`src/rtl/reg_alu_pkg.sv`:
```
package reg_alu_pkg;

  typedef enum logic [5:0] {
    OP_SLL  = 6'd0,
    OP_SRL  = 6'd2,
    OP_SRA  = 6'd3,
    OP_SLLV = 6'd4,
    OP_SRLV = 6'd6,
    OP_SRAV = 6'd7,
    OP_ADD  = 6'd32,
    OP_SUB  = 6'd34,
    OP_AND  = 6'd36,
    OP_OR   = 6'd37,
    OP_XOR  = 6'd38,
    OP_NOR  = 6'd39,
    OP_SLT  = 6'd42
  } alu_op_e;

  typedef enum logic [1:0] {
    LF_AND = 2'd0,
    LF_OR  = 2'd1,
    LF_XOR = 2'd2,
    LF_NOR = 2'd3
  } logic_fn_e;

endpackage

```
`src/rtl/alu_addsub.sv`:
```
module alu_addsub #(
  parameter int DATA_W = 32
) (
  input  logic [DATA_W-1:0] a_i,
  input  logic [DATA_W-1:0] b_i,
  input  logic              sub_i,
  output logic [DATA_W-1:0] sum_o,
  output logic              lt_o
);
  localparam int MSB = DATA_W - 1;

  logic [DATA_W-1:0] b_eff;
  logic              ovf;

  assign b_eff = sub_i ? ~b_i : b_i;
  assign sum_o = a_i + b_eff + {{(DATA_W-1){1'b0}}, sub_i};
  // signed less-than: sign of difference corrected by overflow
  assign ovf   = (a_i[MSB] == b_eff[MSB]) && (sum_o[MSB] != a_i[MSB]);
  assign lt_o  = sum_o[MSB] ^ ovf;

  always_comb begin
    if (sub_i) begin

      sub_wrap_chk: assert (sum_o + b_i == a_i);

      slt_sign_chk: assert (lt_o == ($signed(a_i) < $signed(b_i)));
    end else begin

      add_wrap_chk: assert (sum_o - b_i == a_i);
    end
  end

endmodule

```
`src/rtl/alu_logic.sv`:
```
module alu_logic
  import reg_alu_pkg::*;
#(
  parameter int DATA_W = 32
) (
  input  logic [DATA_W-1:0] a_i,
  input  logic [DATA_W-1:0] b_i,
  input  logic_fn_e         fn_i,
  output logic [DATA_W-1:0] q_o
);

  always_comb begin
    unique case (fn_i)
      LF_AND:  q_o = a_i & b_i;
      LF_OR:   q_o = a_i | b_i;
      LF_XOR:  q_o = a_i ^ b_i;
      default: q_o = ~(a_i | b_i);
    endcase
  end

  always_comb begin
    if (fn_i == LF_NOR) begin

      nor_cover_chk: assert ((q_o | a_i | b_i) == {DATA_W{1'b1}});

      nor_disjoint_chk: assert ((q_o & (a_i | b_i)) == '0);
    end
  end

endmodule

```
`src/rtl/alu_shifter.sv`:
```
module alu_shifter #(
  parameter int DATA_W  = 32,
  parameter int SHAMT_W = $clog2(DATA_W)
) (
  input  logic [DATA_W-1:0]  d_i,
  input  logic [SHAMT_W-1:0] amt_i,
  input  logic               left_i,
  input  logic               arith_i,
  output logic [DATA_W-1:0]  q_o
);
  localparam int MSB = DATA_W - 1;

  logic              fill;
  logic [DATA_W-1:0] l_st [SHAMT_W+1];
  logic [DATA_W-1:0] r_st [SHAMT_W+1];

  assign fill    = arith_i & d_i[MSB];
  assign l_st[0] = d_i;
  assign r_st[0] = d_i;

  for (genvar g = 0; g < SHAMT_W; g++) begin : g_stage
    localparam int S = 1 << g;
    assign l_st[g+1] = amt_i[g] ? {l_st[g][DATA_W-1-S:0], {S{1'b0}}} : l_st[g];
    assign r_st[g+1] = amt_i[g] ? {{S{fill}}, r_st[g][DATA_W-1:S]}   : r_st[g];
  end

  assign q_o = left_i ? l_st[SHAMT_W] : r_st[SHAMT_W];

  always_comb begin
    if (left_i) begin

      shl_zero_fill_chk: assert (q_o == (d_i << amt_i));
    end else if (!fill) begin

      shr_pos_fill_chk: assert (q_o == (d_i >> amt_i));
    end else begin

      shr_sign_fill_chk: assert (q_o[MSB]);
    end
  end

endmodule

```
`src/rtl/reg_alu.sv`:
```
module reg_alu
  import reg_alu_pkg::*;
#(
  parameter int DATA_W  = 32,
  parameter int SHAMT_W = $clog2(DATA_W)
) (
  input  logic [DATA_W-1:0]  a_i,
  input  logic [DATA_W-1:0]  b_i,
  input  logic [SHAMT_W-1:0] shamt_i,
  input  logic [5:0]         op_i,
  output logic [DATA_W-1:0]  result_o,
  output logic               zero_o
);

  alu_op_e           op;
  logic              sub, sh_left, sh_arith, sh_var;
  logic [SHAMT_W-1:0] sh_amt;
  logic_fn_e         lfn;
  logic [DATA_W-1:0] sum, lg, sh;
  logic              lt;

  assign op       = alu_op_e'(op_i);
  assign sub      = (op == OP_SUB) || (op == OP_SLT);
  assign sh_left  = (op == OP_SLL) || (op == OP_SLLV);
  assign sh_arith = (op == OP_SRA) || (op == OP_SRAV);
  assign sh_var   = (op == OP_SLLV) || (op == OP_SRLV) || (op == OP_SRAV);
  assign sh_amt   = sh_var ? b_i[SHAMT_W-1:0] : shamt_i;

  always_comb begin
    unique case (op)
      OP_AND:  lfn = LF_AND;
      OP_OR:   lfn = LF_OR;
      OP_XOR:  lfn = LF_XOR;
      default: lfn = LF_NOR;
    endcase
  end

  alu_addsub #(.DATA_W(DATA_W)) i_addsub (
    .a_i(a_i), .b_i(b_i), .sub_i(sub), .sum_o(sum), .lt_o(lt)
  );

  alu_logic #(.DATA_W(DATA_W)) i_logic (
    .a_i(a_i), .b_i(b_i), .fn_i(lfn), .q_o(lg)
  );

  alu_shifter #(.DATA_W(DATA_W), .SHAMT_W(SHAMT_W)) i_shifter (
    .d_i(a_i), .amt_i(sh_amt), .left_i(sh_left), .arith_i(sh_arith), .q_o(sh)
  );

  always_comb begin
    case (op)
      OP_ADD, OP_SUB:                   result_o = sum;
      OP_AND, OP_OR, OP_XOR, OP_NOR:    result_o = lg;
      OP_SLL, OP_SRL, OP_SRA,
      OP_SLLV, OP_SRLV, OP_SRAV:        result_o = sh;
      OP_SLT:                           result_o = {{(DATA_W-1){1'b0}}, lt};
      default:                          result_o = '0;
    endcase
  end

  assign zero_o = ~|result_o;

  always_comb begin
    if (op == OP_SUB && a_i == b_i) begin

      eq_sub_zero_chk: assert (zero_o);
    end
    if (op == OP_SLT) begin

      slt_binary_chk: assert (result_o[DATA_W-1:1] == '0);
    end
  end

endmodule

```
`config.mk`:
```
export PLATFORM = sky130hd
export DESIGN_NAME = reg_alu
export DESIGN_NICKNAME = d
export VERILOG_FILES = /design/src/rtl/reg_alu_pkg.sv /design/src/rtl/alu_addsub.sv /design/src/rtl/alu_logic.sv /design/src/rtl/alu_shifter.sv /design/src/rtl/reg_alu.sv
export SDC_FILE = /design/constraint.sdc
export NUM_CORES = 1
export LEC_CHECK = 0
export ABC_AREA = 1
export BUFFER_PORTS_ARGS = -buffer_cell sky130_fd_sc_hd__buf_4
export CORE_MARGIN = 10
export CORE_UTILIZATION = 45
export DETAILED_ROUTE_END_ITERATION = 12
export PLACE_DENSITY = 0.74
export SLEW_MARGIN = 10
export SYNTH_ARGS = -nofsm -noshare
export SYNTH_HDL_FRONTEND = slang
export SYNTH_SLANG_ARGS = --single-unit
```
`constraint.sdc`:
```
create_clock -name vclk -period 3.1
set_input_delay 0.155 -clock vclk [all_inputs]
set_output_delay 0.155 -clock vclk [all_outputs]
set_load 0.005 [all_outputs]
```
==> reports/metrics.csv, run 1 <==
stage,metric,value,unit
sta,final_max_slew_viol_count,0,
routing,wire_per_inst,20.4,µm
logic_synthesis,synth_top_cell_area_share,23.7,%
layout,final_core_util,65.5,%
sta,fmax,284,MHz
worst_hold_path,hold_class,in2out,
die,die_x,157,µm
logic_synthesis,synth.top_cells.by_count,"nand2_1, nand3_1, inv_1, ha_1, nor2_1",
die,core,18600,µm²
worst_hold_path,worstHoldStart,a_i[1],
power_and_ir_drop,powerDensity,188,nW/µm²
worst_setup_path,required,2.94,ns
routing,viasPerCell,6.01,
sta,relSlewSlack,66.0,%
worst_setup_path,crit_type,in2out,
clock_network,ctsHoldBuffers,0,
routing,ant_nets,0,
routing,drt_iter0_drc,1443,
routing,post-route-drc-count,0,
layout,diodes,0,
logic_synthesis,syn_area,8500,µm²
flow_run,maxCapViolCount,0,
routing,vias,13000,
sta,rsz0062_at_grt,yes,
layout,fin_area,12200,µm²
logic_synthesis,synth_area_per_cell,5.20,µm²
worst_setup_path,crit_arrival,3.36,ns
place,place_area,11100,µm²
grt,grt_max_degree,60,
logic_synthesis,syn_nets,1811,
routing,first_pass_iters,6,
status,status,"finished, violations left",
routing,drt-total-wl,44.2,mm
place,gp_congestion,1.05,
sta,post-route-min-period,3.52,ns
sta,worst_slack,-0.416,ns
layout,syn_to_final_growth,43.6,%
logic_synthesis,ys_types,46,
grt,grt_overflow_total,0,
sta,hold_violations,0,
grt,antenna_found_initial,0,
grt,grt_pass1_vias,11800,
sta,tns,-0.809,ns
worst_setup_path,critPathLaunch,op_i[4],
worst_setup_path,endpoint_kind,output port,
grt,grt_usage,33.0,%
power_and_ir_drop,finalPower,2.29,mW
layout,ff_latch_area,0,µm²
layout,clkbuf_count,0,
status,violations,setup timing,
die,initial_utilization,45.6,%
worst_hold_path,hold_path_depth,6,
die,die_h,157,µm
power_and_ir_drop,power_leakage,6.54,nW
logic_synthesis,synth.most_common_cell,nand2_1,
place,hpwlAfterDp,34.8,mm
layout,seq_cell_count,0,
place,port_buffers,108,
die,row_count,50,
logic_synthesis,ys_seq_area_share,0,%
die,die_area,24800,µm²
worst_setup_path,path_max_fanout,7,
logic_synthesis,synthTopCellsByArea,"nand3_1, nand2_1, ha_1",
worst_setup_path,start_kind,input pin,
sta,worstMarginPinSlew,0.510,ns
logic_synthesis,syn_inst,1635,
grt,grt_pass1_wl,65.1,mm
logic_synthesis,synth_top_cell_by_area,nand3_1,
sta,setup_viol,8,
sta,period_share,113,%
layout,fin_nets,2105,
die,io_pins,108,
logic_synthesis,ys_warn_count,0,
power_and_ir_drop,ir_drop,0.118,mV
layout,drive_gt1_share,28.4,%
place,dp_slack,-0.715,ns
[metrics by stage]
stage	std cells	hold slack [ns]
6_report	2161	0.956
5_1_grt	2161	0.992
4_1_cts	2142	0.939
3_5_place_dp	2126	0.939
3_3_place_gp	2126	0.941
2_1_floorplan	1635	0.554
[placed cells by master, fill, tap and decap left out, drive strengths merged]
cell type,n
a221oi,21
and3,1
o311ai,1
nand4,18
a211oi,2
o211ai,2
ha,100
o2111ai,9
or2,4
o21ai,75
nor3b,1
o21bai,8
xor2,33
nor3,11
and2,1
a21o,5
nand2,501
nor4,1
buf,368
a21boi,5
inv,168
clkinv,1
fa,1
nand3,405
nor2,93
o22ai,2
clkbuf,3
o21a,1
a31oi,3
a21oi,81
nand3b,2
[what timing repair did]
| item | CTS | global route |
|---|---|---|
| gates cloned | 2 | 3 |
| endpoints found under the hold margin | 0 | 0 |
| setup buffers | 15 | 16 |
| setup endpoints to repair | 27 | 25 |
| resized for setup | 112 | 114 |
| pin swaps | 55 | 72 |
[cell families (layout without fill, tap and decap cells)]
| group | Yosys count | after routing | synth area share (%) |
|---|---|---|---|
| compound gates | 215 | 215 | 15.2 |
| xor+xnor | 33 | 33 | 3.40 |
| fa+ha+maj | 101 | 101 | 15.0 |
| buf+inv | 248 | 540 | 12.8 |
| simple gates | 1038 | 1038 | 53.6 |
[where the power goes]
part / internal [mW] / switching (mW) / leakage (nW)
clock: 0 / 0 / 0
combinational: 0.950 / 1.34 / 6.54
sequential: 0 / 0 / 0
total: 0.950 / 1.34 / 6.54
[final cells by class]
class | count | area, µm²
well taps | 234 | 293
multi-input cells | 1387 | 8110
repair buffers | 371 | 3160
fillers | 1812 | 6440
inverters | 169 | 644
[worst max-delay path, stage by stage]
cell and delay, ns:
buf_8 0.10, nor2_4 0.14, nand3_4 0.14, buf_12 0.17, buf_16 0.15, xor2_1 0.14, ha_2 0.40, buf_6 0.12
nand2_2 0.09, nor2_4 0.14, and2_1 0.13, nand2_1 0.07, nand2_2 0.10, nand2_2 0.09, nand2_4 0.11, nand2_4 0.07
nand2_2 0.09, nand2_1 0.08, nand2_1 0.07, nand3_1 0.10, nor2_1 0.12, nand2_1 0.09, nor2_4 0.16, nand3_2 0.09
nor2_2 0.12, buf_4 0.12
[per-layer routing]
| layer | up-vias | wire length, µm | GRT usage [%] |
|---|---|---|---|
| met5 | - | 0 | 0 |
| met4 | 0 | 2180 | 11.8 |
| met3 | 133 | 3690 | 2.24 |
| met2 | 763 | 20400 | 55.6 |
| met1 | 6003 | 17900 | 43.3 |
| li1 | 6098 | - | - |
[final timing paths]
path | slack, ns | end
setup / recovery | -0.42 | zero_o
hold / removal | 0.96 | result_o[1]
Power figures use the tool's default switching activity.
==> run 2: changes to the inputs <==
PLACE_DENSITY = 0.72   (was 0.74)
clock period = 3.3 ns   (was 3.1 ns; I/O delays follow)
==> run 2 against run 1 <==
Against the previous run: core utilization shrank 2.1 points; combinational power shrank 9.6%; first-iteration DRC count grew 17%; the run still ends with setup timing left; flip-flop and latch count is the same; largest cell class unchanged.
==> reports/metrics.csv, run 2 (synthesis gave the netlist of run 1 again) <==
stage,metric,value,unit,change
status,status,"finished, violations left",,
status,violations,setup timing,,
layout,seq_cell_count,0,,unchanged
sta,post-route-min-period,3.51,ns,
sta,relSlewSlack,39.1,%,-27 points
die,initial_utilization,45.6,%,unchanged
power_and_ir_drop,power_leakage,6.35,nW,-2.9%
sta,tns,-0.409,ns,+0.400 ns
worst_hold_path,hold_class,in2out,,
layout,syn_to_final_growth,38.9,%,
sta,setup_viol,3,,-5
routing,first_pass_iters,7,,+1
power_and_ir_drop,p_int,0.835,mW,-12%
routing,wire_per_inst,20.2,µm,-1.3%
sta,worstMarginPinSlew,0.909,ns,+0.400 ns
layout,final_cell_mix,"nand2_1, nand3_1, buf_4",,
layout,ff_latch_area,0,µm²,unchanged
place,dp_slack,-0.378,ns,+0.337 ns
routing,drt_iter0_drc,1685,,+17%
routing,viasPerCell,6.16,,+2.4%
worst_setup_path,crit_arrival,3.35,ns,about the same
worst_setup_path,crit_type,in2out,,
layout,fin_area,11800,µm²,-3.3%
worst_setup_path,required,3.13,ns,+0.19 ns
place,hpwlAfterDp,33.0,mm,-5.2%
grt,grt_pass1_vias,12000,,+0.86%
sta,period_share,106,%,
routing,ant_nets,0,,unchanged
die,io_pins,108,,unchanged
grt,grt_usage,31.6,%,-1.5 points
die,die_area,24800,µm²,unchanged
sta,hold_violations,0,,unchanged
sta,rsz0062_at_grt,yes,,
place,place_area,10800,µm²,-2.6%
layout,fin_nets,2073,,-1.5%
sta,worst_slack,-0.210,ns,+0.206 ns
routing,drt-total-wl,42.9,mm,-2.8%
layout,clkbuf_count,0,,unchanged
power_and_ir_drop,power_frac_clock,0,%,unchanged
grt,grt_pass1_wl,62.7,mm,-3.6%
layout,drive_gt1_share,26.6,%,-1.8 points
place,port_buffers,108,,unchanged
grt,antenna_found_initial,0,,unchanged
flow_run,maxCapViolCount,0,,unchanged
sta,holdWs,0.969,ns,+0.0135 ns
power_and_ir_drop,swShare,59.6,%,+1.0 points
worst_setup_path,path_max_fanout,8,,+1
routing,vias,13100,,+0.92%
place,placed_cells,2094,,-1.5%
place,gp_congestion,1.04,,-0.52%
routing,post-route-drc-count,0,,unchanged
die,row_count,50,,unchanged
layout,final_cells,2129,,-1.5%
power_and_ir_drop,p_sw,1.23,mW,-8.3%
sta,fmax,285,MHz,
power_and_ir_drop,p_seq_share,0,%,unchanged
power_and_ir_drop,powerDensity,175,nW/µm²,-6.8%
layout,fill_cells,1756,,-3.1%
layout,layout_commonest_cell,nand2_1,,
power_and_ir_drop,ir_drop,0.104,mV,-11%
grt,grt_max_degree,53,,-12%
layout,diodes,0,,unchanged
die,die_h,157,µm,unchanged
sta,final_max_slew_viol_count,0,,unchanged
power_and_ir_drop,pwr-share-comb,100.0,%,about the same
grt,grt_overflow_total,0,,unchanged
worst_setup_path,start_kind,input pin,,
die,die_x,157,µm,unchanged
die,core,18600,µm²,unchanged
worst_setup_path,endpoint_kind,output port,,
run 2: cell types whose count changed in the layout (fill, tap and decap cells not counted), moves of 3 or more:
cell | before | now
nor2_2 | 21 | 17
ha_1 | 94 | 90
buf_6 | 15 | 7
nand2_1 | 457 | 466
buf_4 | 332 | 315
a21oi_2 | 22 | 25
buf_12 | 17 | 13
inv_2 | 14 | 11
nand2_2 | 35 | 28
ha_2 | 2 | 5
clkbuf_16 | 3 | 0
nor2_4 | 13 | 8
nor2_1 | 59 | 68
inv_1 | 150 | 153
run 2: layer usage:
metal,global-route usage (%),vias to the layer above,wire length (µm)
met3,5.02,210,4530
met2,52.4,927,19400
met5,0,-,0
met4,13.5,0,2460
li1,-,6018,-
met1,39.5,5962,16600
run 2: final timing paths:
| check | startpoint | end | slack, ns | cells after the start |
|---|---|---|---|---|
| worst max-delay path | op_i[0] | zero_o | -0.21 | 26 |
| worst min-delay path | a_i[1] | result_o[1] | 0.97 | 6 |
run 2: critical path, cell delays in order:
cell,delay [ns]
buf_6,0.10
inv_4,0.05
nand2_4,0.05
inv_4,0.06
nand3_4,0.10
buf_12,0.16
buf_16,0.15
xor2_2,0.16
ha_4,0.29
buf_4,0.11
nand2_1,0.10
nor2_1,0.23
nand3_2,0.12
nand3_2,0.10
buf_4,0.11
nand4_1,0.18
nand2_1,0.13
a21oi_1,0.08
a21oi_2,0.17
nand2_1,0.12
nor2_1,0.13
nand2_1,0.06
nor2_1,0.08
nand2_1,0.07
nor2_2,0.12
buf_4,0.13
run 2: power groups by stage:
stage	logic (mW)	clock network, mW	registers, mW
global route	2.21	0	0
CTS	1.87	0	0
finish	2.07	0	0
floorplan	1.02	0	0
detailed placement	1.76	0	0
global placement	1.74	0	0
run 2: metrics by stage:
stage	total power, mW	util, %
global placement	1.74	58.0
global route	2.21	63.3
finish	2.07	63.3
detailed placement	1.76	58.0
floorplan	1.02	-
CTS	1.87	61.0
run 2: layout make-up:
cell class	instances	area, µm²	area share (%)
tap	234	293	2.48
multi-input combinational	1387	8070	68.3
timing repair buffer	339	2800	23.7
inverter	169	644	5.46
run 2: timing repair:
| item | 4_1_cts | 5_1_grt |
|---|---|---|
| gates cloned | 3 | 0 |
| setup buffers | 24 | 9 |
| resized for setup | 100 | 98 |
| hold endpoints to repair | 0 | 0 |
| hold buffers | 0 | 0 |
| setup endpoints to repair | 9 | 22 |
| pin swaps | 51 | 55 |
